File: src/rtl/irq_seq_pkg.sv
// Package: shared state encoding for the interrupt sequencer.
// Assumes nothing beyond being compiled before the modules that import it.
package irq_seq_pkg;
    typedef enum logic [2:0] {
        ST_IDLE     = 3'd0,
        ST_ASRT_REQ = 3'd1,
        ST_HELD     = 3'd2,
        ST_DEAS_REQ = 3'd3,
        ST_MSI_REQ  = 3'd4
    } irq_state_e;
endpackage

File: src/rtl/irq_ctrl_regs.sv
// Module: irq_ctrl_regs
// Holds the interrupt control word: the outgoing data byte and the
// software-set clear bit. The clear bit drops when the sequencer reports a
// finished deassert handshake. The read side mirrors the core's MSI fields.
// Assumes a word-indexed, single-cycle write port. A write in the same cycle
// as clear_done takes priority.
module irq_ctrl_regs #(
    parameter int DATA_W   = 32,
    parameter int ADDR_W   = 7,
    parameter int CTRL_IDX = 18,
    parameter int VEC_W    = 8,
    parameter int MM_W     = 3
) (
    input  logic              clk,
    input  logic              rst_n,
    input  logic              wr_en,
    input  logic [ADDR_W-1:0] addr,
    input  logic [DATA_W-1:0] wdata,
    input  logic              clear_done,
    input  logic              core_msi_en,
    input  logic [MM_W-1:0]   core_mm_en,
    input  logic [VEC_W-1:0]  core_vec_out,
    output logic [DATA_W-1:0] rdata,
    output logic [VEC_W-1:0]  vec_in,
    output logic              clear_req
);
    localparam int CLR_BIT = VEC_W;
    localparam int OUT_LSB = 16;
    localparam int MM_LSB  = OUT_LSB + VEC_W;
    localparam int MSI_BIT = MM_LSB + MM_W;

    logic hit;
    logic ctrl_wr;
    logic unused_wdata;

    // Decode of the control register index.
    assign hit          = (addr == ADDR_W'(CTRL_IDX));
    assign ctrl_wr      = wr_en && hit;
    assign unused_wdata = ^wdata[DATA_W-1:CLR_BIT+1];

    // Data byte and clear bit storage, with self-clear on deassert completion.
    always_ff @(posedge clk) begin
        if (!rst_n) begin
            vec_in    <= '0;
            clear_req <= 1'b0;
        end else if (ctrl_wr) begin
            vec_in    <= wdata[VEC_W-1:0];
            clear_req <= wdata[CLR_BIT];
        end else if (clear_done) begin
            clear_req <= 1'b0;
        end
    end

    // Read-back assembly of the control word; other indices read as zero.
    always_comb begin
        rdata = '0;
        if (hit) begin
            rdata[VEC_W-1:0]        = vec_in;
            rdata[CLR_BIT]          = clear_req;
            rdata[OUT_LSB +: VEC_W] = core_vec_out;
            rdata[MM_LSB +: MM_W]   = core_mm_en;
            rdata[MSI_BIT]          = core_msi_en;
        end
    end

    // a finished deassert with no concurrent write leaves the bit cleared.
    assert_clear_self_R6: assert property (@(posedge clk) disable iff (!rst_n)
        (clear_done && !ctrl_wr) |=> !clear_req);

    // writes elsewhere leave the data byte untouched.
    assert_other_idx_R2: assert property (@(posedge clk) disable iff (!rst_n)
        (wr_en && !hit) |=> $stable(vec_in));
endmodule

File: src/rtl/irq_pend_latch.sv
// Module: irq_pend_latch
// Remembers one event that arrives while the sequencer is busy, until the
// sequencer takes it from idle. Further events while one is pending merge
// into it.
module irq_pend_latch (
    input  logic clk,
    input  logic rst_n,
    input  logic evt,
    input  logic busy,
    input  logic take,
    output logic pend
);
    // Set on a busy-time event, drop when the idle state consumes it.
    always_ff @(posedge clk) begin
        if (!rst_n)
            pend <= 1'b0;
        else if (evt && busy)
            pend <= 1'b1;
        else if (take)
            pend <= 1'b0;
    end
endmodule

File: src/rtl/irq_handshake_fsm.sv
// Module: irq_handshake_fsm
// Sequences requests to the core.
// - MSI mode: a single request.
// - Legacy mode: an assert request, a hold until software clear, then a
//   deassert request.
// The mode is sampled when a sequence starts. Outputs decode straight from
// the state register, so a request always drops for at least one cycle
// after a handshake.
// Assumes ready is only pulled low while a request is outstanding.
module irq_handshake_fsm
    import irq_seq_pkg::*;
(
    input  logic clk,
    input  logic rst_n,
    input  logic start,
    input  logic msi_mode,
    input  logic clear_req,
    input  logic rdy_n,
    output logic req_n,
    output logic assert_n,
    output logic busy,
    output logic take,
    output logic clear_done
);
    irq_state_e state, state_nx;
    logic hs;

    // Handshake completes when the core's ready is seen during a request.
    assign hs         = !req_n && !rdy_n;
    assign take       = (state == ST_IDLE) && start;
    assign busy       = (state != ST_IDLE);
    assign clear_done = (state == ST_DEAS_REQ) && !rdy_n;

    // Next-state selection.
    always_comb begin
        state_nx = state;
        case (state)
            ST_IDLE:     if (start) state_nx = msi_mode ? ST_MSI_REQ : ST_ASRT_REQ;
            ST_ASRT_REQ: if (!rdy_n) state_nx = ST_HELD;
            ST_HELD:     if (clear_req) state_nx = ST_DEAS_REQ;
            ST_DEAS_REQ: if (!rdy_n) state_nx = ST_IDLE;
            ST_MSI_REQ:  if (!rdy_n) state_nx = ST_IDLE;
            default:     state_nx = ST_IDLE;
        endcase
    end

    // State register with synchronous reset.
    always_ff @(posedge clk) begin
        if (!rst_n) state <= ST_IDLE;
        else        state <= state_nx;
    end

    // Output decode from the registered state.
    always_comb begin
        req_n    = !((state == ST_ASRT_REQ) || (state == ST_DEAS_REQ) ||
                     (state == ST_MSI_REQ));
        assert_n = (state != ST_ASRT_REQ);
    end

    // an unanswered request stays outstanding.
    assert_req_hold_R4: assert property (@(posedge clk) disable iff (!rst_n)
        (!req_n && rdy_n) |=> !req_n);

    // the assert flag does not change under an outstanding request.
    assert_flag_stable_R4: assert property (@(posedge clk) disable iff (!rst_n)
        (!req_n && rdy_n) |=> $stable(assert_n));

    // every handshake is followed by a released request.
    assert_gap_after_hs_R8: assert property (@(posedge clk) disable iff (!rst_n)
        hs |=> req_n);

    // the held line is not released without the clear bit.
    assert_hold_until_clear_R5: assert property (@(posedge clk) disable iff (!rst_n)
        (state == ST_HELD && !clear_req) |=> (state == ST_HELD));
endmodule

File: src/rtl/intx_msi_sequencer.sv
// Module: intx_msi_sequencer (top)
// Connects the control register, the pending-event latch and the handshake
// sequencer. The data byte sent with a request is the register's data byte.
// Assumes the core holds core_msi_en steady during a sequence.
module intx_msi_sequencer #(
    parameter int DATA_W   = 32,
    parameter int ADDR_W   = 7,
    parameter int CTRL_IDX = 18,
    parameter int VEC_W    = 8,
    parameter int MM_W     = 3
) (
    input  logic              clk,
    input  logic              rst_n,
    input  logic              irq_event,
    input  logic              reg_wr_en,
    input  logic [ADDR_W-1:0] reg_addr,
    input  logic [DATA_W-1:0] reg_wdata,
    output logic [DATA_W-1:0] reg_rdata,
    input  logic              core_msi_en,
    input  logic [MM_W-1:0]   core_mm_en,
    input  logic [VEC_W-1:0]  core_vec_out,
    input  logic              irq_rdy_n,
    output logic              irq_req_n,
    output logic              irq_assert_n,
    output logic [VEC_W-1:0]  irq_data
);
    logic clear_req, clear_done, busy, take, pend, start;

    assign start = irq_event || pend;

    irq_ctrl_regs #(
        .DATA_W(DATA_W), .ADDR_W(ADDR_W), .CTRL_IDX(CTRL_IDX),
        .VEC_W(VEC_W), .MM_W(MM_W)
    ) u_regs (
        .clk(clk), .rst_n(rst_n), .wr_en(reg_wr_en), .addr(reg_addr),
        .wdata(reg_wdata), .clear_done(clear_done), .core_msi_en(core_msi_en),
        .core_mm_en(core_mm_en), .core_vec_out(core_vec_out),
        .rdata(reg_rdata), .vec_in(irq_data), .clear_req(clear_req)
    );

    irq_pend_latch u_pend (
        .clk(clk), .rst_n(rst_n), .evt(irq_event), .busy(busy),
        .take(take), .pend(pend)
    );

    irq_handshake_fsm u_fsm (
        .clk(clk), .rst_n(rst_n), .start(start), .msi_mode(core_msi_en),
        .clear_req(clear_req), .rdy_n(irq_rdy_n), .req_n(irq_req_n),
        .assert_n(irq_assert_n), .busy(busy), .take(take),
        .clear_done(clear_done)
    );
endmodule

File: config.mk
export PLATFORM = sky130hd
export DESIGN_NAME = intx_msi_sequencer
export DESIGN_NICKNAME = d
export VERILOG_FILES = /design/src/rtl/irq_seq_pkg.sv /design/src/rtl/irq_ctrl_regs.sv /design/src/rtl/irq_pend_latch.sv /design/src/rtl/irq_handshake_fsm.sv /design/src/rtl/intx_msi_sequencer.sv
export SDC_FILE = /design/constraint.sdc
export NUM_CORES = 1
export LEC_CHECK = 0
export ABC_AREA = 0
export BUFFER_PORTS_ARGS = -buffer_cell sky130_fd_sc_hd__buf_2
export CORE_AREA = 2 2 52 54
export DETAILED_ROUTE_END_ITERATION = 16
export DIE_AREA = 0 0 54 56
export HOLD_SLACK_MARGIN = 0.03
export PLACE_DENSITY = 0.83
export SYNTH_ARGS = -nofsm -noshare
export SYNTH_HDL_FRONTEND = slang
export SYNTH_SLANG_ARGS = --single-unit
export TNS_END_PERCENT = 50
File: constraint.sdc
create_clock -name clk -period 2.44 [get_ports clk]
set_input_delay 0.122 -clock clk [delete_from_list [all_inputs] [get_ports clk]]
set_output_delay 0.122 -clock clk [all_outputs]
set_load 0.02 [all_outputs]
### Yosys cells after proc, flatten, opt, wreduce, memory -nomap -nowiden

Cells that the tools add are included.

* register bits: 13
* input bits: 56
* output and inout bits: 42

* equality and inequality tests: 10
* multiplexer cells: 12
* reduce and logical (&&, ||, !) cells: 15

Operators with widths (number)
* two-way mux 3 bit: 5
* two-way mux 12 bit: 1
* one-hot mux 3 bit (4 select lines): 1
* two-way mux 9 bit: 1
* == test 7 x 5 -> 1 bit, second input constant: 1
* == test 3 x 2 -> 1 bit, second input constant: 2
* != test 2 bit, second input constant: 3
* logical AND 1 bit: 4
* two-way mux 1 bit: 4
* AND reduction 4 bit: 1
* nonzero test 2 bit: 2
* == test 3 x 1 -> 1 bit, second input constant: 1
* == test 3 bit, second input constant: 1
* logical NOT 3 bit: 1
* logical OR 1 bit: 3
* != test 3 x 1 -> 1 bit, second input constant: 1
* nonzero test 3 bit: 1
* logical NOT 1 bit: 2
* != test 2 x 1 -> 1 bit, second input constant: 1
* OR reduction 2 bit: 1

### Longest topological paths before layout

Gate-level depths: netlist (run 1).

* word-level depth: 4
* depth in mapped cells: 4
* depth with buffers taken out: 3

### Cells and area by module

A second synthesis (run 1) with hierarchy kept.

* cells, all modules: 103
* area total of the unflattened synthesis: 894.6 µm²

Modules (own cells, without submodules)
* irq_ctrl_regs: instances 1, cells each 77, area each 666.9 µm², sequential area each 180.2 µm²
* irq_handshake_fsm: instances 1, cells each 21, area each 180.2 µm², sequential area each 60.1 µm²
* irq_pend_latch: instances 1, cells each 4, area each 41.3 µm², sequential area each 20.0 µm²
* intx_msi_sequencer: instances 1, cells each 1, area each 6.3 µm², sequential area each 0.0 µm²

### Worst setup path after synthesis (run 1)

Ideal clock, no wire load.

* path kind: input-to-output
* from: input reg_addr[2]
* to: output reg_rdata[0]
* data arrival time: 1353 ps
* data required time: 2318 ps
* slack: 965 ps
* stages: 4
* path buffers: 1
* cell sequence: or4b_4 nor4b_4 buf_6 and2_1

* word-level cells in the longest chain between the ends: 2

Ends and longest elaborated chain
* start: declaration: RTL line intx_msi_sequencer.sv:16 `input logic [ADDR_W-1:0] reg_addr,`
* == test 7 x 5 -> 1 bit: RTL line irq_ctrl_regs.sv:37 `assign hit = (addr == ADDR_W'(CTRL_IDX));`
* two-way mux 9 bit: RTL line irq_ctrl_regs.sv:57 `if (hit) begin`
* end: declaration: RTL line intx_msi_sequencer.sv:18 `output logic [DATA_W-1:0] reg_rdata,`

No other way between the ends.

### Worst setup path in the final report (run 1)

* from: input reg_addr[2]
* to: output reg_rdata[3]

The elaborated chain is that of the path after synthesis.

==> results of run 1 <==
[flip-flops by register name (all words and copies together) (netlist names)]
signal            cells
u_regs.vec_in         8
u_fsm.state           3
u_pend.pend           1
u_regs.clear_req      1
[routing by layer]
metal	vias to the layer above	routed length [um]
met5	-	0
met4	0	12
li1	429	-
met3	2	242
met1	348	754
met2	53	843
[worst max-delay path by stage]
stage | from | to | slack, ns
global route | reg_addr[2] | reg_rdata[2] | 0.41
CTS | reg_addr[2] | reg_rdata[3] | 0.51
finish | reg_addr[2] | reg_rdata[3] | 0.55
floorplan | reg_addr[2] | reg_rdata[0] | 0.97
global placement | reg_addr[2] | reg_rdata[8] | 0.53
detailed placement | reg_addr[2] | reg_rdata[3] | 0.52
[critical path, cell delays in order]
cell	delay, ns
sky130_fd_sc_hd__buf_2	0.10
sky130_fd_sc_hd__or4b_4	0.57
sky130_fd_sc_hd__nor4b_4	0.45
sky130_fd_sc_hd__buf_4	0.24
sky130_fd_sc_hd__and2_2	0.14
sky130_fd_sc_hd__buf_2	0.15
[cell families after synthesis]
logic type / synth area share, %
AND/OR/NAND/NOR: 40.6
buffers and inverters: 13.5
flip-flops: 30.1
multiplexers: 11.6
AO/OA/AOI/OAI: 2.75
XOR/XNOR: 1.01
other: 0.434
[final cells by class]
cell class              count  area (um2)
clock buffers               4        26.3
fillers                   259        1260
multi-input cells          80         524
flip-flops and latches     13         260
well taps                  30        37.5
repair buffers             64         323
[layout by cell type (no fill, tap or decap), drive strengths merged, types with 2 or more instances in the layout]
master and count:
nand2 18, and2 21, buf 64, nor3b 2, nor4b 2, o21ai 2
mux2i 10, clkbuf 4, dfxtp 13, nor2 3, or4bb 2, conb 11
[power groups by stage]
stage | registers, mW | logic [mW] | clock network (mW)
after floorplan | 0.227 | 0.0665 | 0
after global placement | 0.230 | 0.0841 | 0
after detailed placement | 0.230 | 0.0845 | 0
after CTS | 0.225 | 0.0849 | 0.136
after global routing | 0.226 | 0.0956 | 0.144
final | 0.225 | 0.0841 | 0.131
[metrics by stage]
step           cell area [um2]  hold WS [ns]  worst slack, ns  utilization [%]
6_report                  1170        0.0869            0.546             48.1
5_1_grt                   1170         0.104            0.405             48.1
4_1_cts                   1170        0.0799            0.510             48.1
3_5_place_dp              1140         0.378            0.515             47.1
3_3_place_gp              1140         0.373            0.531             47.1
2_1_floorplan              901         0.264            0.965                -
==> results_tabular.tex, run 1 <==
\begin{tabular}{lr}
\hline
Metric & Value \\
\hline
\multicolumn{2}{l}{\textbf{Status}} \\
\quad Run status & finished, final reports clean \\
\multicolumn{2}{l}{\textbf{Yosys}} \\
\quad EDFF count, synth & 0 \\
\quad Cell types occupying the most area after synthesis & sky130\_fd\_sc\_hd\_\_dfxtp\_1, sky130\_fd\_sc\_hd\_\_and2\_2, sky130\_fd\_sc\_hd\_\_mux2i\_1 \\
\quad Gate Count Post-Synth & 99 \\
\quad Sequential cell area fraction in the yosys report & 30.1\% \\
\quad Commonest cells in the netlist & sky130\_fd\_sc\_hd\_\_nand2\_1, sky130\_fd\_sc\_hd\_\_and2\_2, sky130\_fd\_sc\_hd\_\_dfxtp\_1 \\
\quad Cell area after synthesis & 863 um2 \\
\quad Average cell area after synthesis & 8.72 um2 \\
\quad Async set-reset flop share out of synthesis & 0\% \\
\quad Post-synth top flop & sky130\_fd\_sc\_hd\_\_dfxtp\_1 \\
\quad Synth Warn \# & 0 \\
\quad Dominant cell type by area after synthesis & sky130\_fd\_sc\_hd\_\_dfxtp\_1 \\
\quad Area share of the largest cell type after synthesis & 30.1\% \\
\quad Dominant cell by count in the synthesized netlist & sky130\_fd\_sc\_hd\_\_nand2\_1 \\
\quad Library cells used by synthesis & 25 \\
\quad Register bit total from synthesis & 13 \\
\multicolumn{2}{l}{\textbf{Clock tree}} \\
\quad Clock tree from TritonCTS & built \\
\quad Number of buffers added by the clock tree synthesis step & 3 \\
\quad H-tree Lvls & 1 \\
\quad CTS clock-pin slew for the worst setup and hold paths & 0.08 ns \\
\quad Root Buffer Master & sky130\_fd\_sc\_hd\_\_clkbuf\_4 \\
\quad TritonCTS Sinks & 13 \\
\quad Clock Latency Late Sink & 0.27 ns \\
\quad Maximum buffer depth of the clock tree & 2 \\
\quad Resize count post-CTS & 0 \\
\quad Number of buffers added for setup after CTS & 0 \\
\quad CTS Hold Bufs & 0 \\
\multicolumn{2}{l}{\textbf{Power and ir drop}} \\
\quad PwrDens & 376 mW/mm2 \\
\quad Clock power share & 29.9\% \\
\quad Leakage power figure & 0.616 nW \\
\quad Total Power Consumption & 0.440 mW \\
\quad Fraction of power spent switching nets & 27.6\% \\
\quad Sequential fraction of design power & 51.0\% \\
\quad Net switching power & 0.122 mW \\
\quad Internal cell power & 0.319 mW \\
\quad Largest voltage drop on the vdd net & 0.323 mV \\
\quad Share of power burned in combinational logic & 19.1\% \\
\multicolumn{2}{l}{\textbf{Layout}} \\
\quad Area grow syn2layout & 35.7\% \\
\quad Number of inserted diodes & 0 \\
\quad Count of nets after finishing & 218 \\
\quad Filler-free cell count of the finished design & 191 \\
\quad Share of final-layout standard cells stronger than drive strength 1 & 52.8\% \\
\multicolumn{2}{l}{\textbf{Floorplan}} \\
\quad Area of the die & 0.00302 mm2 \\
\quad Vertical die dimension & 56 um \\
\quad Floorplan die width & 54 um \\
\quad Core Region & 0.00243 mm2 \\
\quad Starting utilization of the core area & 35.5\% \\
\quad Cell Rows & 18 \\
\quad I/O Pins & 98 \\
\multicolumn{2}{l}{\textbf{Timing}} \\
\quad Final slew viol count & 0 \\
\quad Final critical-path required period & 1.89 ns \\
\quad Setup violations, final & 0 \\
\quad Setup repair after global routing missed its margin & no \\
\quad Final setup skew & 0.000438 ns \\
\quad Crit share post-route & 77.6\% \\
\quad Hold violation total from the final report & 0 \\
\quad Setup Total Neg Slack & 0 ns \\
\quad Maximum operating frequency & 0.528 GHz \\
\multicolumn{2}{l}{\textbf{Drt}} \\
\quad Number of violations reported at the end of detailed-routing iteration 0 & 11 \\
\quad Final routed wirelength across all metal layers & 1850 um \\
\quad Post-detailed-route DRC marker count & 0 \\
\quad First drt pass iteration count & 2 \\
\quad Routed wire per std cell & 9.70 um \\
\quad Count of vias placed by the detailed router & 832 \\
\quad Via-per-instance ratio & 4.36 \\
\quad Routed Antenna Nets & 0 \\
\multicolumn{2}{l}{\textbf{Min path}} \\
\quad Min-Delay Endpoint & u\_regs.vec\_in[0] \\
\quad Class of the tightest hold or removal check & input port to flop \\
\quad Depth of the worst hold-timing path & 3 \\
\quad Hold Path Origin & reg\_wdata[0] \\
\multicolumn{2}{l}{\textbf{Critical path}} \\
\quad Critical path class & input port to primary output \\
\quad Worst setup SP type & input port \\
\quad Reg-to-reg startpoint & u\_fsm.state[1] \\
\quad Data required time at the worst endpoint & 2.32 ns \\
\quad Crit-path max FO & 12 \\
\quad Kind of end point of the critical path & primary output \\
\quad Arrival time of the worst setup path & 1.77 ns \\
\quad End of the worst register-to-register path & u\_regs.clear\_req \\
\quad Setup slack, reg-to-reg & 1.23 ns \\
\quad R2R cell count & 3 \\
\multicolumn{2}{l}{\textbf{GRT}} \\
\quad Residual overflow from global routing & 0 \\
\quad Top Usage Layer GRT & met2 \\
\quad Grt met1 use & 16.6\% \\
\quad Largest net degree at the start of global routing & 23 \\
\quad Routing usage on met2 & 22.1\% \\
\quad Wire length of the first global-routing pass & 3110 um \\
\quad Antenna violations before repair & 0 \\
\quad Met3 global-route usage & 3.23\% \\
\quad Number of global-route vias before repair & 724 \\
\quad Total GRT Usage & 13.7\% \\
\multicolumn{2}{l}{\textbf{Place}} \\
\quad Port Buffer Count & 63 \\
\quad DP HPWL & 1520 um \\
\quad Routability-driven placement congestion ratio & 0.688 \\
\quad Total placed cells including tap cells & 187 \\
\multicolumn{2}{l}{\textbf{Flow run}} \\
\quad Maximum Capacitance Violations & 0 \\
\hline
\end{tabular}
(Power assumes the default switching activity.)
==> run 2, diff against run 1 <==
Settings changed: CORE_AREA 2 2 52 54 to 2 2 76 42, DIE_AREA 0 0 54 56 to 0 0 78 44, PLACE_DENSITY 0.83 to 0.76.
Clock period 2.44 ns to 2 ns, I/O delays scaled along.
==> results_tabular.tex, run 2 (synthesized netlist as in run 1, its figures left out) <==
\begin{tabular}{lr}
\hline
Metric & Value \\
\hline
\multicolumn{2}{l}{\textbf{Layout}} \\
\quad Post-Layout Inst Area & 0.00121 mm2 (was 0.00117 mm2) \\
\quad Number of inserted diodes & 0 (unchanged) \\
\quad Most frequent standard cell in the layout excluding fill and tap cells & sky130\_fd\_sc\_hd\_\_buf\_2 (unchanged) \\
\quad Count of nets after finishing & 219 (was 218) \\
\quad Most frequent cells in the layout & sky130\_fd\_sc\_hd\_\_buf\_2, sky130\_fd\_sc\_hd\_\_nand2\_1, sky130\_fd\_sc\_hd\_\_and2\_2, sky130\_fd\_sc\_hd\_\_dfxtp\_1, sky130\_fd\_sc\_hd\_\_conb\_1 (unchanged) \\
\quad Register ranked first by flip-flop count & u\_regs.vec\_in (unchanged) \\
\quad Post-layout util & 43.2\% (was 48.1\%) \\
\quad Filler-free cell count of the finished design & 202 (was 191) \\
\quad Area grow syn2layout & 40.1\% (was 35.7\%) \\
\quad Share of final-layout standard cells stronger than drive strength 1 & 53.1\% (was 52.8\%) \\
\quad Max reg flops & 8 (unchanged) \\
\quad Biggest regs & u\_regs.vec\_in x8, u\_fsm.state x3 (unchanged) \\
\quad Fill cell instance count of the final layout & 294 (was 259) \\
\multicolumn{2}{l}{\textbf{Critical path}} \\
\quad Reg-to-reg startpoint & u\_fsm.state[1] (unchanged) \\
\quad Critical path class & input port to primary output (unchanged) \\
\quad Arrival time of the worst setup path & 1.51 ns (was 1.77 ns) \\
\quad Kind of end point of the critical path & primary output (unchanged) \\
\quad Data required time at the worst endpoint & 1.90 ns (was 2.32 ns) \\
\quad Critical Path Max Stage Delay & 0.57 ns (about the same) \\
\quad Critical Path Source & reg\_addr[2] (unchanged) \\
\quad Crit path capture & reg\_rdata[22] (was reg\_rdata[3]) \\
\quad Cell repeated most along the worst path & sky130\_fd\_sc\_hd\_\_buf\_2 (unchanged) \\
\quad Setup slack, reg-to-reg & 0.76 ns (was 1.23 ns) \\
\quad R2R cell count & 3 (unchanged) \\
\quad Critical Path, Cell by Cell & buf\_2, or4b\_4, nor4b\_4, buf\_4, and2\_2, buf\_2 (unchanged) \\
\quad Slowest cell on crit path & sky130\_fd\_sc\_hd\_\_or4b\_4 (unchanged) \\
\quad Crit-path max FO & 12 (unchanged) \\
\quad Worst setup SP type & input port (unchanged) \\
\quad End of the worst register-to-register path & u\_regs.clear\_req (unchanged) \\
\multicolumn{2}{l}{\textbf{Clock tree}} \\
\quad Clock Latency Late Sink & 0.24 ns (was 0.27 ns) \\
\quad Number of buffers added for setup after CTS & 0 (unchanged) \\
\quad TritonCTS Sinks & 13 (unchanged) \\
\quad H-tree Lvls & 1 (unchanged) \\
\quad Number of buffers added by the clock tree synthesis step & 3 (unchanged) \\
\quad Root Buffer Master & sky130\_fd\_sc\_hd\_\_clkbuf\_8 (was sky130\_fd\_sc\_hd\_\_clkbuf\_4) \\
\quad CTS clock-pin slew for the worst setup and hold paths & 0.06 ns (was 0.08 ns) \\
\quad Maximum buffer depth of the clock tree & 2 (unchanged) \\
\quad Resize count post-CTS & 0 (unchanged) \\
\quad Clock tree from TritonCTS & built (unchanged) \\
\quad CTS Hold Bufs & 0 (unchanged) \\
\multicolumn{2}{l}{\textbf{GRT}} \\
\quad Residual overflow from global routing & 0 (unchanged) \\
\quad Number of global-route vias before repair & 621 (was 724) \\
\quad Antenna violations before repair & 0 (unchanged) \\
\quad Wire length of the first global-routing pass & 2950 um (was 3110 um) \\
\quad Total GRT Usage & 11.1\% (was 13.7\%) \\
\quad Largest net degree at the start of global routing & 23 (unchanged) \\
\multicolumn{2}{l}{\textbf{Drt}} \\
\quad Post-detailed-route DRC marker count & 0 (unchanged) \\
\quad Number of violations reported at the end of detailed-routing iteration 0 & 17 (was 11) \\
\quad Routed Antenna Nets & 0 (unchanged) \\
\quad First drt pass iteration count & 4 (was 2) \\
\quad Count of vias placed by the detailed router & 801 (was 832) \\
\quad Final routed wirelength across all metal layers & 1960 um (was 1850 um) \\
\quad Routed wire per std cell & 9.68 um (was 9.70 um) \\
\quad Via-per-instance ratio & 3.97 (was 4.36) \\
\multicolumn{2}{l}{\textbf{Timing}} \\
\quad Final slew viol count & 0 (unchanged) \\
\quad Maximum operating frequency & 0.620 GHz \\
\quad Crit share post-route & 80.6\% \\
\quad Setup repair after global routing missed its margin & no (unchanged) \\
\quad Final setup skew & 0.00188 ns (was 0.000438 ns) \\
\quad Setup violations, final & 0 (unchanged) \\
\quad Setup Total Neg Slack & 0 ns (unchanged) \\
\quad Hold violation total from the final report & 0 (unchanged) \\
\quad Final critical-path required period & 1.61 ns \\
\multicolumn{2}{l}{\textbf{Place}} \\
\quad DP HPWL & 1620 um (was 1520 um) \\
\quad Routability-driven placement congestion ratio & 0.780 (was 0.688) \\
\quad Post-place instance area & 0.00116 mm2 (was 0.00114 mm2) \\
\quad Total placed cells including tap cells & 198 (was 187) \\
\quad Port Buffer Count & 63 (unchanged) \\
\multicolumn{2}{l}{\textbf{Min path}} \\
\quad Class of the tightest hold or removal check & input port to flop (unchanged) \\
\multicolumn{2}{l}{\textbf{Floorplan}} \\
\quad Cell Rows & 14 (was 18) \\
\quad Core Region & 0.00280 mm2 (was 0.00243 mm2) \\
\quad Vertical die dimension & 44 um (was 56 um) \\
\quad Starting utilization of the core area & 30.8\% (was 35.5\%) \\
\quad I/O Pins & 98 (unchanged) \\
\quad Area of the die & 0.00343 mm2 (was 0.00302 mm2) \\
\quad Floorplan die width & 78 um (was 54 um) \\
\multicolumn{2}{l}{\textbf{Power and ir drop}} \\
\quad Largest voltage drop on the vdd net & 0.168 mV (was 0.323 mV) \\
\quad Leakage power figure & 0.630 nW (was 0.616 nW) \\
\quad PwrDens & 503 mW/mm2 (was 376 mW/mm2) \\
\quad Total Power Consumption & 0.608 mW (was 0.440 mW) \\
\multicolumn{2}{l}{\textbf{Flow run}} \\
\quad Maximum Capacitance Violations & 0 (unchanged) \\
\multicolumn{2}{l}{\textbf{Status}} \\
\quad Run status & finished, final reports clean (unchanged) \\
\hline
\end{tabular}
==> run 2: changes by cell type in the layout (fill, tap and decap cells not counted) <==
cell and change:
sky130_fd_sc_hd__clkbuf_4 -3, sky130_fd_sc_hd__clkbuf_8 +3, sky130_fd_sc_hd__buf_4 +1
==> run 2: final cells by class <==
class	count	area, um2	share of cell area, %
tap	40	50.0	4.14
sequential	13	260	21.5
timing repair buffer	65	330	27.3
clock buffer	4	45.0	3.72
multi-input combinational	80	524	43.3
==> run 2: worst min-delay path by stage <==
stage	slack [ns]	cells after the start	endpoint	from
final	0.10	3	u_regs.vec_in[7]	reg_wdata[7]
after floorplan	0.24	2	u_regs.clear_req	reg_wdata[8]
after detailed placement	0.36	3	u_regs.vec_in[7]	reg_wdata[7]
after global routing	0.11	3	u_regs.vec_in[6]	reg_wdata[6]
after global placement	0.35	3	u_regs.vec_in[7]	reg_wdata[7]
after CTS	0.10	3	u_regs.vec_in[7]	reg_wdata[7]
==> run 2: metrics by stage <==
stage | hold slack [ns] | setup WS [ns]
floorplan | 0.242 | 0.569
detailed placement | 0.358 | 0.389
global route | 0.112 | 0.321
CTS | 0.100 | 0.387
global placement | 0.351 | 0.393
finish | 0.105 | 0.388
==> run 2: metal layers <==
| metal | vias to the layer above | track usage (%) | wire length, um |
|---|---|---|---|
| li1 | 428 | - | - |
| met1 | 348 | 16.3 | 1010 |
| met3 | 0 | 4.79 | 150 |
| met5 | - | 0 | 0 |
| met2 | 25 | 14.7 | 799 |
| met4 | 0 | 3.16 | 0 |
==> run 2: worst max-delay path, delay by kind of cell <==
kind	cells	cell delay (ns)
buffers and inverters	3	0.44
AND/OR/NAND/NOR	3	0.97
==> run 2: power by group <==
part	switching, mW	internal (mW)
Sequential	0.00925	0.266
Clock	0.0894	0.140
Combinational	0.0568	0.0463
Total	0.155	0.453
==> run 3, diff against run 2 <==
Clock period 2 ns to 1.5 ns, I/O delays scaled along.
==> results_tabular.tex, run 3 (synthesized netlist as in run 1, its figures left out) <==
\begin{tabular}{lr}
\hline
Metric & Value \\
\hline
\multicolumn{2}{l}{\textbf{Timing}} \\
\quad Final slew viol count & 0 (unchanged) \\
\quad Hold slack final & 0.0798 ns (was 0.105 ns) \\
\quad Final setup skew & 0.00378 ns (was 0.00188 ns) \\
\quad Maximum operating frequency & 0.652 GHz \\
\quad Hold violation total from the final report & 0 (unchanged) \\
\quad Setup violations, final & 15 (was 0) \\
\quad Setup repair after global routing missed its margin & yes (was no) \\
\quad Worst Slack Setup Final & -0.0330 ns (was 0.388 ns) \\
\quad Final critical-path required period & 1.53 ns \\
\quad Crit share post-route & 102\% \\
\multicolumn{2}{l}{\textbf{Critical path}} \\
\quad Worst setup SP type & input port (unchanged) \\
\quad Arrival time of the worst setup path & 1.46 ns (was 1.51 ns) \\
\quad Crit-path max FO & 9 (was 12) \\
\quad Kind of end point of the critical path & primary output (unchanged) \\
\quad Data required time at the worst endpoint & 1.42 ns (was 1.90 ns) \\
\quad Critical path class & input port to primary output (unchanged) \\
\multicolumn{2}{l}{\textbf{Layout}} \\
\quad Share of final-layout standard cells stronger than drive strength 1 & 53.7\% (was 53.1\%) \\
\quad Most frequent cells in the layout & sky130\_fd\_sc\_hd\_\_buf\_2, sky130\_fd\_sc\_hd\_\_nand2\_1, sky130\_fd\_sc\_hd\_\_buf\_6, sky130\_fd\_sc\_hd\_\_and2\_2, sky130\_fd\_sc\_hd\_\_dfxtp\_1 (was sky130\_fd\_sc\_hd\_\_buf\_2, sky130\_fd\_sc\_hd\_\_nand2\_1, sky130\_fd\_sc\_hd\_\_and2\_2, sky130\_fd\_sc\_hd\_\_dfxtp\_1, sky130\_fd\_sc\_hd\_\_conb\_1) \\
\quad Number of inserted diodes & 0 (unchanged) \\
\quad Count of nets after finishing & 221 (was 219) \\
\quad Area grow syn2layout & 56.8\% (was 40.1\%) \\
\quad Register ranked first by flip-flop count & u\_regs.vec\_in (unchanged) \\
\quad Post-layout util & 48.3\% (was 43.2\%) \\
\quad Max reg flops & 8 (unchanged) \\
\quad Most frequent standard cell in the layout excluding fill and tap cells & sky130\_fd\_sc\_hd\_\_buf\_2 (unchanged) \\
\quad Biggest regs & u\_regs.vec\_in x8, u\_fsm.state x3 (unchanged) \\
\multicolumn{2}{l}{\textbf{Floorplan}} \\
\quad Cell Rows & 14 (unchanged) \\
\quad Starting utilization of the core area & 30.8\% (unchanged) \\
\quad Area of the die & 0.00343 mm2 (unchanged) \\
\quad Floorplan die width & 78 um (unchanged) \\
\quad I/O Pins & 98 (unchanged) \\
\quad Core Region & 0.00280 mm2 (unchanged) \\
\quad Vertical die dimension & 44 um (unchanged) \\
\multicolumn{2}{l}{\textbf{Power and ir drop}} \\
\quad Largest voltage drop on the vdd net & 0.236 mV (was 0.168 mV) \\
\quad PwrDens & 600 mW/mm2 (was 503 mW/mm2) \\
\quad Leakage power figure & 0.651 nW (was 0.630 nW) \\
\quad Total Power Consumption & 0.812 mW (was 0.608 mW) \\
\multicolumn{2}{l}{\textbf{GRT}} \\
\quad Wire length of the first global-routing pass & 3150 um (was 2950 um) \\
\quad Largest net degree at the start of global routing & 23 (unchanged) \\
\quad Top Usage Layer GRT & met2 (was met1) \\
\quad Met3 global-route usage & 5.00\% (was 4.79\%) \\
\quad Grt met1 use & 16.4\% (was 16.3\%) \\
\quad Total GRT Usage & 12.0\% (was 11.1\%) \\
\quad Residual overflow from global routing & 0 (unchanged) \\
\quad Antenna violations before repair & 0 (unchanged) \\
\quad Number of global-route vias before repair & 682 (was 621) \\
\quad Routing usage on met2 & 17.6\% (was 14.7\%) \\
\multicolumn{2}{l}{\textbf{Status}} \\
\quad Run status & finished with violations (was finished, final reports clean) \\
\quad Violations in the final reports & setup timing \\
\multicolumn{2}{l}{\textbf{Clock tree}} \\
\quad Clock Latency Late Sink & 0.24 ns (about the same) \\
\quad Root Buffer Master & sky130\_fd\_sc\_hd\_\_clkbuf\_8 (unchanged) \\
\quad H-tree Lvls & 1 (unchanged) \\
\quad Clock tree from TritonCTS & built (unchanged) \\
\quad TritonCTS Sinks & 13 (unchanged) \\
\quad Maximum buffer depth of the clock tree & 2 (unchanged) \\
\quad CTS clock-pin slew for the worst setup and hold paths & 0.05 ns (was 0.06 ns) \\
\quad Number of buffers added by the clock tree synthesis step & 3 (unchanged) \\
\multicolumn{2}{l}{\textbf{Drt}} \\
\quad Via-per-instance ratio & 4.03 (was 3.97) \\
\quad Post-detailed-route DRC marker count & 0 (unchanged) \\
\quad First drt pass iteration count & 4 (unchanged) \\
\quad Final routed wirelength across all metal layers & 2090 um (was 1960 um) \\
\quad Routed Antenna Nets & 0 (unchanged) \\
\quad Number of violations reported at the end of detailed-routing iteration 0 & 22 (was 17) \\
\quad Count of vias placed by the detailed router & 823 (was 801) \\
\quad Routed wire per std cell & 10.3 um (was 9.68 um) \\
\multicolumn{2}{l}{\textbf{Flow run}} \\
\quad Maximum Capacitance Violations & 0 (unchanged) \\
\multicolumn{2}{l}{\textbf{Min path}} \\
\quad Class of the tightest hold or removal check & input port to flop (unchanged) \\
\multicolumn{2}{l}{\textbf{Place}} \\
\quad Port Buffer Count & 63 (unchanged) \\
\quad Routability-driven placement congestion ratio & 0.775 (was 0.780) \\
\quad DP HPWL & 1630 um (was 1620 um) \\
\hline
\end{tabular}
## run 3: routing by layer
layer / up-vias / part of all wire (%)
met5: - / 0
met4: 0 / 0
met3: 0 / 8.5
met2: 25 / 44
met1: 366 / 47
li1: 432 / -
## run 3: worst max-delay path: stages
cell,delay [ns]
sky130_fd_sc_hd__buf_2,0.10
sky130_fd_sc_hd__or4b_4,0.56
sky130_fd_sc_hd__nor4b_4,0.24
sky130_fd_sc_hd__buf_4,0.19
sky130_fd_sc_hd__and2_1,0.17
sky130_fd_sc_hd__buf_6,0.13
## run 3: path summary, 6_finish.rpt
kind | from | to | slack, ns | cells past startpoint
max | reg_addr[2] | reg_rdata[0] | -0.03 | 6
min | reg_wdata[8] | u_regs.clear_req | 0.08 | 3
max reg2reg | u_fsm.state[1] | u_regs.clear_req | 0.29 | 3
min reg2reg | u_regs.vec_in[0] | u_regs.vec_in[0] | 0.46 | 2
## run 3: report_power, final
part | switching (mW) | internal, mW | total, mW
logic | 0.0762 | 0.0639 | 0.140
clock network | 0.118 | 0.187 | 0.305
registers | 0.0123 | 0.354 | 0.367
## run 3: metrics by stage
step	worst slack [ns]	area, um2	setup TNS (ns)	cells
2_1_floorplan	0.119	901	0	109
3_3_place_gp	-0.0396	1190	-0.528	200
3_5_place_dp	-0.0435	1190	-0.588	200
4_1_cts	-0.0283	1350	-0.172	204
5_1_grt	-0.0957	1350	-1.31	204
6_report	-0.0330	1350	-0.250	204
## run 3: cell type report
class / instances / area, um2
flip-flops and latches: 13 / 260
repair buffers: 67 / 474
fillers: 293 / 1450
multi-input cells: 80 / 524
clock buffers: 4 / 45.0
well taps: 40 / 50.0
## run 3: timing repair
item	in CTS	in global routing
hold buffers	0	0
buffers inserted	0	0
pin swaps	0	0
endpoints found under the setup margin	21	21
resized for setup	38	0
